==> src/rtl/gpio_ctrl_pkg.sv <==
package gpio_ctrl_pkg;
  typedef enum logic [2:0] {
    RG_ENABLE = 3'd0,
    RG_DIR    = 3'd1,
    RG_LEVEL  = 3'd2,
    RG_RISE   = 3'd3,
    RG_FALL   = 3'd4,
    RG_EVTEN  = 3'd5,
    RG_ROUTE  = 3'd6,
    RG_STATUS = 3'd7
  } gpio_reg_e;

  localparam int LANE_W    = 8;
  localparam int BANK_MAX  = 16;
endpackage

==> src/rtl/gpio_edge_detect.sv <==
module gpio_edge_detect #(
  parameter int W = 16
) (
  input  logic         clk,
  input  logic         rst_n,
  input  logic [W-1:0] raw_i,
  output logic [W-1:0] sync_o,
  output logic [W-1:0] rise_o,
  output logic [W-1:0] fall_o
);
  logic [W-1:0] meta_q, sync_q, prev_q;

  always_ff @(posedge clk or negedge rst_n) begin
    if (!rst_n) begin
      meta_q <= '0;
      sync_q <= '0;
      prev_q <= '0;
    end else begin
      meta_q <= raw_i;
      sync_q <= meta_q;
      prev_q <= sync_q;
    end
  end

  assign sync_o = sync_q;
  assign rise_o = sync_q & ~prev_q;
  assign fall_o = ~sync_q & prev_q;
endmodule

==> src/rtl/gpio_bank.sv <==
module gpio_bank
  import gpio_ctrl_pkg::*;
#(
  parameter int PINS       = 8,
  parameter int EN_RST_CNT = 3
) (
  input  logic                  clk,
  input  logic                  rst_n,
  input  logic                  wr_i,
  input  gpio_reg_e             reg_i,
  input  logic                  lane_i,
  input  logic [LANE_W-1:0]     wdata_i,
  output logic [LANE_W-1:0]     rdata_o,
  input  logic [BANK_MAX-1:0]   pad_in_i,
  output logic [BANK_MAX-1:0]   pad_out_o,
  output logic [BANK_MAX-1:0]   pad_oe_o,
  output logic                  pend_o
);
  localparam logic [BANK_MAX-1:0] PMASK  = BANK_MAX'((32'd1 << PINS) - 32'd1);
  localparam logic [BANK_MAX-1:0] EN_RST = BANK_MAX'((32'd1 << EN_RST_CNT) - 32'd1) & PMASK;

  logic [BANK_MAX-1:0] en_q, dir_q, lvl_q, rise_q, fall_q, ge_q, route_q, st_q;
  logic [BANK_MAX-1:0] sync_v, rise_v, fall_v;
  logic [BANK_MAX-1:0] wv, wmask, hit, clr, lvl_view, rview;

  gpio_edge_detect #(.W(BANK_MAX)) u_edge (
    .clk    (clk),
    .rst_n  (rst_n),
    .raw_i  (pad_in_i),
    .sync_o (sync_v),
    .rise_o (rise_v),
    .fall_o (fall_v)
  );

  assign wv    = lane_i ? {wdata_i, 8'h00} : {8'h00, wdata_i};
  assign wmask = wr_i ? ((lane_i ? 16'hFF00 : 16'h00FF) & PMASK) : '0;
  assign hit   = en_q & ((rise_q & rise_v) | (fall_q & fall_v)) & PMASK;
  assign clr   = (reg_i == RG_STATUS) ? (wv & wmask) : '0;

  function automatic logic [BANK_MAX-1:0] merge(input logic [BANK_MAX-1:0] old_v,
                                                input logic [BANK_MAX-1:0] m);
    return (old_v & ~m) | (wv & m);
  endfunction

  always_ff @(posedge clk or negedge rst_n) begin
    if (!rst_n) begin
      en_q    <= EN_RST;
      dir_q   <= PMASK;
      lvl_q   <= '0;
      rise_q  <= '0;
      fall_q  <= '0;
      ge_q    <= '0;
      route_q <= '0;
      st_q    <= '0;
    end else begin
      case (reg_i)
        RG_ENABLE: en_q    <= merge(en_q, wmask);
        RG_DIR:    dir_q   <= merge(dir_q, wmask);
        RG_LEVEL:  lvl_q   <= merge(lvl_q, wmask & ~dir_q);
        RG_RISE:   rise_q  <= merge(rise_q, wmask);
        RG_FALL:   fall_q  <= merge(fall_q, wmask);
        RG_EVTEN:  ge_q    <= merge(ge_q, wmask);
        RG_ROUTE:  route_q <= merge(route_q, wmask);
        default:   ;
      endcase
      st_q <= (st_q & ~clr) | hit;
    end
  end

  assign lvl_view = ((dir_q & sync_v) | (~dir_q & lvl_q)) & PMASK;

  always_comb begin
    case (reg_i)
      RG_ENABLE: rview = en_q;
      RG_DIR:    rview = dir_q;
      RG_LEVEL:  rview = lvl_view;
      RG_RISE:   rview = rise_q;
      RG_FALL:   rview = fall_q;
      RG_EVTEN:  rview = ge_q;
      RG_ROUTE:  rview = route_q;
      default:   rview = st_q;
    endcase
  end

  assign rdata_o   = lane_i ? rview[15:8] : rview[7:0];
  assign pad_out_o = lvl_q;
  assign pad_oe_o  = en_q & ~dir_q;
  assign pend_o    = |(st_q & ge_q);
endmodule

==> src/rtl/gpio_ctrl.sv <==
module gpio_ctrl
  import gpio_ctrl_pkg::*;
#(
  parameter int CORE_PINS   = 10,
  parameter int RESUME_PINS = 4,
  parameter int EN_RST_CNT  = 3
) (
  input  logic                              clk,
  input  logic                              rst_n,
  input  logic                              bus_wr,
  input  logic                              bus_rd,
  input  logic [5:0]                        bus_addr,
  input  logic [7:0]                        bus_wdata,
  output logic [7:0]                        bus_rdata,
  input  logic [CORE_PINS+RESUME_PINS-1:0]  pad_in,
  output logic [CORE_PINS+RESUME_PINS-1:0]  pad_out,
  output logic [CORE_PINS+RESUME_PINS-1:0]  pad_oe,
  output logic                              event_irq
);
  localparam int NP = CORE_PINS + RESUME_PINS;

  logic [1:0][BANK_MAX-1:0] pin16, out16, oe16;
  logic [1:0][LANE_W-1:0]   rd_b;
  logic [1:0]               pend_b;
  logic                     bank_sel, lane_ok;
  gpio_reg_e                reg_sel;
  logic [7:0]               rdata_q;

  assign bank_sel = bus_addr[5];
  assign lane_ok  = ~bus_addr[1];
  assign reg_sel  = gpio_reg_e'(bus_addr[4:2]);
  assign pin16[0] = BANK_MAX'(pad_in[CORE_PINS-1:0]);
  assign pin16[1] = BANK_MAX'(pad_in[NP-1:CORE_PINS]);

  for (genvar b = 0; b < 2; b++) begin : g_bank
    localparam int BP = (b == 0) ? CORE_PINS : RESUME_PINS;
    gpio_bank #(.PINS(BP), .EN_RST_CNT(EN_RST_CNT)) u_bank (
      .clk       (clk),
      .rst_n     (rst_n),
      .wr_i      (bus_wr && lane_ok && (bank_sel == 1'(b))),
      .reg_i     (reg_sel),
      .lane_i    (bus_addr[0]),
      .wdata_i   (bus_wdata),
      .rdata_o   (rd_b[b]),
      .pad_in_i  (pin16[b]),
      .pad_out_o (out16[b]),
      .pad_oe_o  (oe16[b]),
      .pend_o    (pend_b[b])
    );
  end

  always_ff @(posedge clk or negedge rst_n) begin
    if (!rst_n)      rdata_q <= '0;
    else if (bus_rd) rdata_q <= lane_ok ? rd_b[bank_sel] : 8'h00;
  end

  assign bus_rdata = rdata_q;
  assign pad_out   = {out16[1][RESUME_PINS-1:0], out16[0][CORE_PINS-1:0]};
  assign pad_oe    = {oe16[1][RESUME_PINS-1:0], oe16[0][CORE_PINS-1:0]};
  assign event_irq = |pend_b;
endmodule

==> config.mk <==
export PLATFORM = sky130hd
export DESIGN_NAME = gpio_ctrl
export DESIGN_NICKNAME = d
export VERILOG_FILES = /design/src/rtl/gpio_ctrl_pkg.sv /design/src/rtl/gpio_edge_detect.sv /design/src/rtl/gpio_bank.sv /design/src/rtl/gpio_ctrl.sv
export SDC_FILE = /design/constraint.sdc
export NUM_CORES = 1
export LEC_CHECK = 0
export ABC_AREA = 1
export BUFFER_PORTS_ARGS = -buffer_cell sky130_fd_sc_hd__buf_4
export CAP_MARGIN = 10
export CORE_UTILIZATION = 45
export CTS_CLUSTER_SIZE = 40
export DETAILED_ROUTE_END_ITERATION = 10
export GPL_ROUTABILITY_DRIVEN = 1
export PLACE_DENSITY = 0.65
export SKIP_CTS_REPAIR_TIMING = 1
export SKIP_LAST_GASP = 1
export SLEW_MARGIN = 10
export SYNTH_ARGS = -nofsm -noshare
export SYNTH_HDL_FRONTEND = slang
export SYNTH_SLANG_ARGS = --single-unit
==> constraint.sdc <==
create_clock -name clk -period 1.8 [get_ports clk]
set_input_delay 0.09 -clock clk [delete_from_list [all_inputs] [get_ports clk]]
set_output_delay 0.09 -clock clk [all_outputs]
set_load 0.005 [all_outputs]
# Word-level counts from Yosys, hierarchy flattened
# Cells that the tools add are included.
# totals
register_bits	306
elab_cells	123
# classes
order_cmp	1
n_eq_ne	7
mux	13
bitwise	74
n_reduce_logical	5
# ops
operator	count
AND 16 bit	22
OR 16 bit	14
one-hot mux 16 bit (7 select lines)	2
NOT 16 bit	8
AND 10 bit	8
two-way mux 16 bit	3
two-way mux 8 bit	5
AND 4 bit	8
OR reduction 32 bit	1
two-way mux 10 bit	2
NOT 10 bit	2
OR 10 bit	2
AND 10 x 16 -> 16 bit	1
AND 4 x 16 -> 16 bit	1
OR 16 x 10 -> 16 bit	1
OR 16 x 4 -> 16 bit	1
== test 3 bit (second input constant)	4
NOT 4 bit	2
OR 4 bit	2
== test 3 x 2 -> 1 bit (second input constant)	2
two-way mux 4 bit	1
== test 3 x 1 -> 1 bit (second input constant)	1
logical AND 1 bit	3
logical NOT 3 bit	1
2 further kinds	3

# Logic depth before layout (Yosys ltp)
# depth
ltp_word	9
depth_mapped	13

# Modules after synthesis
# Synthesis repeated with hierarchy kept, for this count alone.
# unflattened
cells_unflattened	1137
hier_area_um2	9839.4
# by_module_without_submodules
mod	instances	cells_per_inst	area_per_inst_um2	seq_area_each_um2
gpio_bank at g_bank[0].u_bank	1	576	4426.7	2018.2
gpio_edge_detect	2	112	1441.4	1201.2
gpio_bank at g_bank[1].u_bank	1	264	2048.2	809.5
gpio_ctrl	1	73	481.7	200.2

# Worst setup path after synthesis
# Ideal clock, no wire load.
# synth_path
path_type	reg2reg
start	register with a tool-made name
end	register rdata_q[3], in the netlist bus_rdata[3]
arrival_time_ns	1.080
path_slack_ns	0.604
path_stages_with_launch	12
path_buffers	0
synth_period_minus_slack_ns	1.196
cell_sequence	dfstp_2 > inv_1 > nand2_1 > nand2_1 > nand2_1 > o21ai_0 > nor2_1 > nand2_1 > nand2_1 > nand2_1 > nand2_1 > nand2_1
# synth_lines
item	line	text
end signal: assignment	gpio_ctrl.sv:54	else if (bus_rd) rdata_q <= lane_ok ? rd_b[bank_sel] : 8'h00;
end: declaration	gpio_ctrl.sv:27	logic [7:0] rdata_q;

# Final worst setup path
# layout_path
start	register g_bank[0].u_bank.st_q[2]
end	output port event_irq
# layout_via
elab_chain_len	2
# layout_lines
item	line	text
start: declaration	gpio_bank.sv:22	logic [BANK_MAX-1:0] en_q, dir_q, lvl_q, rise_q, fall_q, ge_q, route_q, st_q;
start signal: assignment	gpio_bank.sv:66	st_q <= (st_q & ~clr) | hit;
AND 16 bit	gpio_bank.sv:88	assign pend_o = |(st_q & ge_q);
OR reduction 32 bit	gpio_ctrl.sv:60	assign event_irq = |pend_b;
end: declaration	gpio_ctrl.sv:18	output logic event_irq
# Every way passes these cells.

==> metrics.txt <==
kind of critical path flip-flop to primary output; Reg clk slew, reported paths 0.07 ns; Yosys top cell area share 49.0%; HP Class input port to flip-flop; Synth Area in Simple Gates ~22%; Min Hold Slack -0.0230 ns; Total Wirelength between 20 and 25 mm; DR WL/cell roughly 17 µm; CP required between 1.5 and 2 ns; post-synthesis sequential area ratio around 56%; largest net degree at the start of global routing 56; Die X roughly 130 µm; routed vias/inst 5.36; Initial Utilization a little under half; GRT Residual Overflow 0; Sequential Area a little over 4000 µm²; Antenna Nets Post-Route 0; DR vias between 6000 and 7000; clock group share of total power 38.7%; Worst Skew about 0.0085 ns; RR Endpoint bus_rdata[1]$_DFFE_PN0P_; met1 usage around two fifths; initial antenna violation count 0; outcome finished, violations left; DR iter-0 viols ~700; final-report hold violation count 2; leading post-synthesis cells by cell area dfrtp_1, nand2_1, o21ai_0; Rows 46; Worst Setup End Kind primary output; Max IR drop VDD between 0.0006 and 0.0007 V; endpoints failing setup 0; FF-to-FF path depth 11; pre-CTS setup slack 0.0914 ns; unrepaired setup endpoints after global routing false; post-DP HPWL approximately 14 mm; die area 16600 µm²; crit path capture event_irq; Area Growth Syn to Fin 22.6%; PortBufs 68; core area approximately 16000 µm²; crit path DAT between 1.5 and 2 ns; max-slew violations 0; TritonCTS clock tree built; Sw Share between 20 and 30%; die height about 130 µm; f_max roughly 570 MHz; Detailed Routing Iterations Pass 1 5; ys async rst share 100%; Synth Area in Adders 0%; fin area ~9000 µm²; GR Layer Usage met3 roughly 5.9%; Seq cells post-synth approximately 160; clk sinks between 150 and 200; Synth Area in Compound Gates around 15%; area of the multi-input gates 2690 µm²; number of buffers created by CTS 17; yosys warns 0; Reg2Reg Setup Slack roughly 0.26 ns; gr usage total between 20% and 30%; RD Place Congestion roughly 0.98; final period utilization a little over nine tenths; Logic pwr share between 10 and 15%; Post-Syn Nets just under 900; gr busiest metal met2; sequential power share 47.1%; Syn Area/Cell roughly 8.4 µm²; Filler Cell Count between 1000 and 1500; Pint between 6 and 7 mW; largest family of logic cells by synthesized area simple AND/OR/NAND/NOR gates; Diodes inserted 0; layout cell share with drive strength beyond 1 ~17%; pwr/cell area ~1100 nW/µm²; grt met2 use around two fifths; H-tree depth 4; post-synthesis cell count 860; Synth Flop Type dfrtp_1; Period minus WS final approximately 1.7 ns; Slew Limit Headroom slightly below 70%; failing checks hold timing; Root Buffer clkbuf_16; number of synthesized flops with an enable pin 0; sw power approximately 2.6 mW; number of global-route vias before repair just under 6000; Yosys top cell by area dfrtp_1; worst skew pair latency 0.43 ns; global-route wire length before repair 32.4 mm; synthesized cell area roughly 7300 µm²; Top Ports 69; Final #Nets 997; Leakage between 4 and 5 nW; DR DRC count 0; maxcap violations 0; actual transition at the worst max-transition pin approximately 0.48 ns; Max clock buf depth 2; setup ws final between 0.05 and 0.06 ns; Post-DP Area slightly above 8000 µm²; Crit. Startpoint g_bank[0].u_bank.st_q[2]$_DFF_PN0_; CP Max Fanout 3; XOR/XNOR Fraction of Synth Area 0%; post-synthesis mux area share 0%; Yosys cell types 32; post-route setup TNS 0 ns; CP Launch Type flip-flop
## per-layer routing
metal / vias to the layer above / part of all wire [%]
li1: 3046 / -
met1: 3055 / 45
met2: 273 / 45
met3: 28 / 7.5
met4: 0 / 2.1
met5: - / 0
## cell usage after synthesis (2+ instances only)
library cell and number:
inv_1 87, a21oi_1 53, nand3_1 22, nor2_1 87
a221oi_1 2, buf_4 8, inv_2 7, inv_4 3
nand2_2 2, nor2_4 7, o22ai_1 28, buf_2 7
a31oi_1 8, clkbuf_1 4, nand4_1 14, dfstp_2 20
nand3_2 3, nor3_1 6, dfrtp_1 142, o21ai_0 108
nand2_1 231
## worst min path at each step
stage	slack (ns)	cells after the start	start	to
6_report	-0.02	3	bus_wdata[4]	flip-flop
5_1_grt	0.003	4	bus_addr[5]	bus_rdata[0]$_DFFE_PN0P_
4_1_cts	-0.54	1	rst_n	async pin
3_5_place_dp	-0.09	1	rst_n	g_bank[0].u_bank.u_edge.prev_q[8]$_DFF_PN0_
3_3_place_gp	-0.09	1	rst_n	g_bank[0].u_bank.u_edge.prev_q[8]$_DFF_PN0_
2_1_floorplan	-0.21	0	rst_n	async pin
## critical path, cell delays in order, from the launching register on
cell	delay [ns]
dfrtp_1	0.36
inv_1	0.10
o21ai_0	0.12
a221oi_2	0.27
nand4_1	0.19
buf_4	0.18
## power by group through the flow
stage | Combinational, mW | Clock [mW] | Sequential (mW)
after detailed placement | 1.29 | 0 | 4.48
after global placement | 1.28 | 0 | 4.48
after global routing | 1.52 | 3.84 | 4.49
final | 1.34 | 3.64 | 4.43
after floorplan | 0.752 | 0 | 4.39
after CTS | 1.30 | 3.68 | 4.42
## metrics by stage
step	hold WS, ns	util, %	cells	power [mW]
6_report	-0.0230	56.2	1194	9.41
5_1_grt	0.00274	56.2	1194	9.84
4_1_cts	-0.543	54.9	1174	9.41
3_5_place_dp	-0.0908	51.1	1142	5.78
3_3_place_gp	-0.0887	51.1	1142	5.75
2_1_floorplan	-0.206	-	860	5.15
## layout make-up
| type | count | share of cell area, % |
|---|---|---|
| clock inverter | 10 | 1.42 |
| timing repair buffer | 106 | 9.97 |
| inverter | 98 | 4.22 |
| sequential | 162 | 45.9 |
| multi-input combinational | 580 | 30.3 |
| tap | 216 | 3.04 |
| clock buffer | 22 | 5.22 |
## layout by cell type (no fill, tap or decap), types with 3 or more instances in the layout
cell / Yosys / routed
nand4_1: 14 / 14
o22ai_1: 28 / 28
clkbuf_16: 0 / 17
dlygate4sd3_1: 0 / 20
nor3_1: 6 / 6
o21ai_0: 108 / 108
nor2_4: 7 / 7
nor2_1: 87 / 87
nand2_1: 231 / 231
inv_1: 87 / 87
buf_12: 0 / 3
nand3_2: 3 / 3
a21oi_1: 53 / 53
buf_4: 8 / 82
inv_2: 7 / 7
dfrtp_1: 142 / 142
nand3_1: 22 / 22
dfstp_2: 20 / 20
clkbuf_1: 4 / 3
a31oi_1: 8 / 8
clkinv_4: 0 / 3
inv_4: 3 / 3
## cells by family (layout without fill, tap and decap cells)
logic type,Yosys count,count (layout)
AOI/OAI and AO/OA,203,203
buffers and inverters,118,236
DFF,162,162
and+or+nand+nor,377,377
Power figures use the tool's default switching activity.
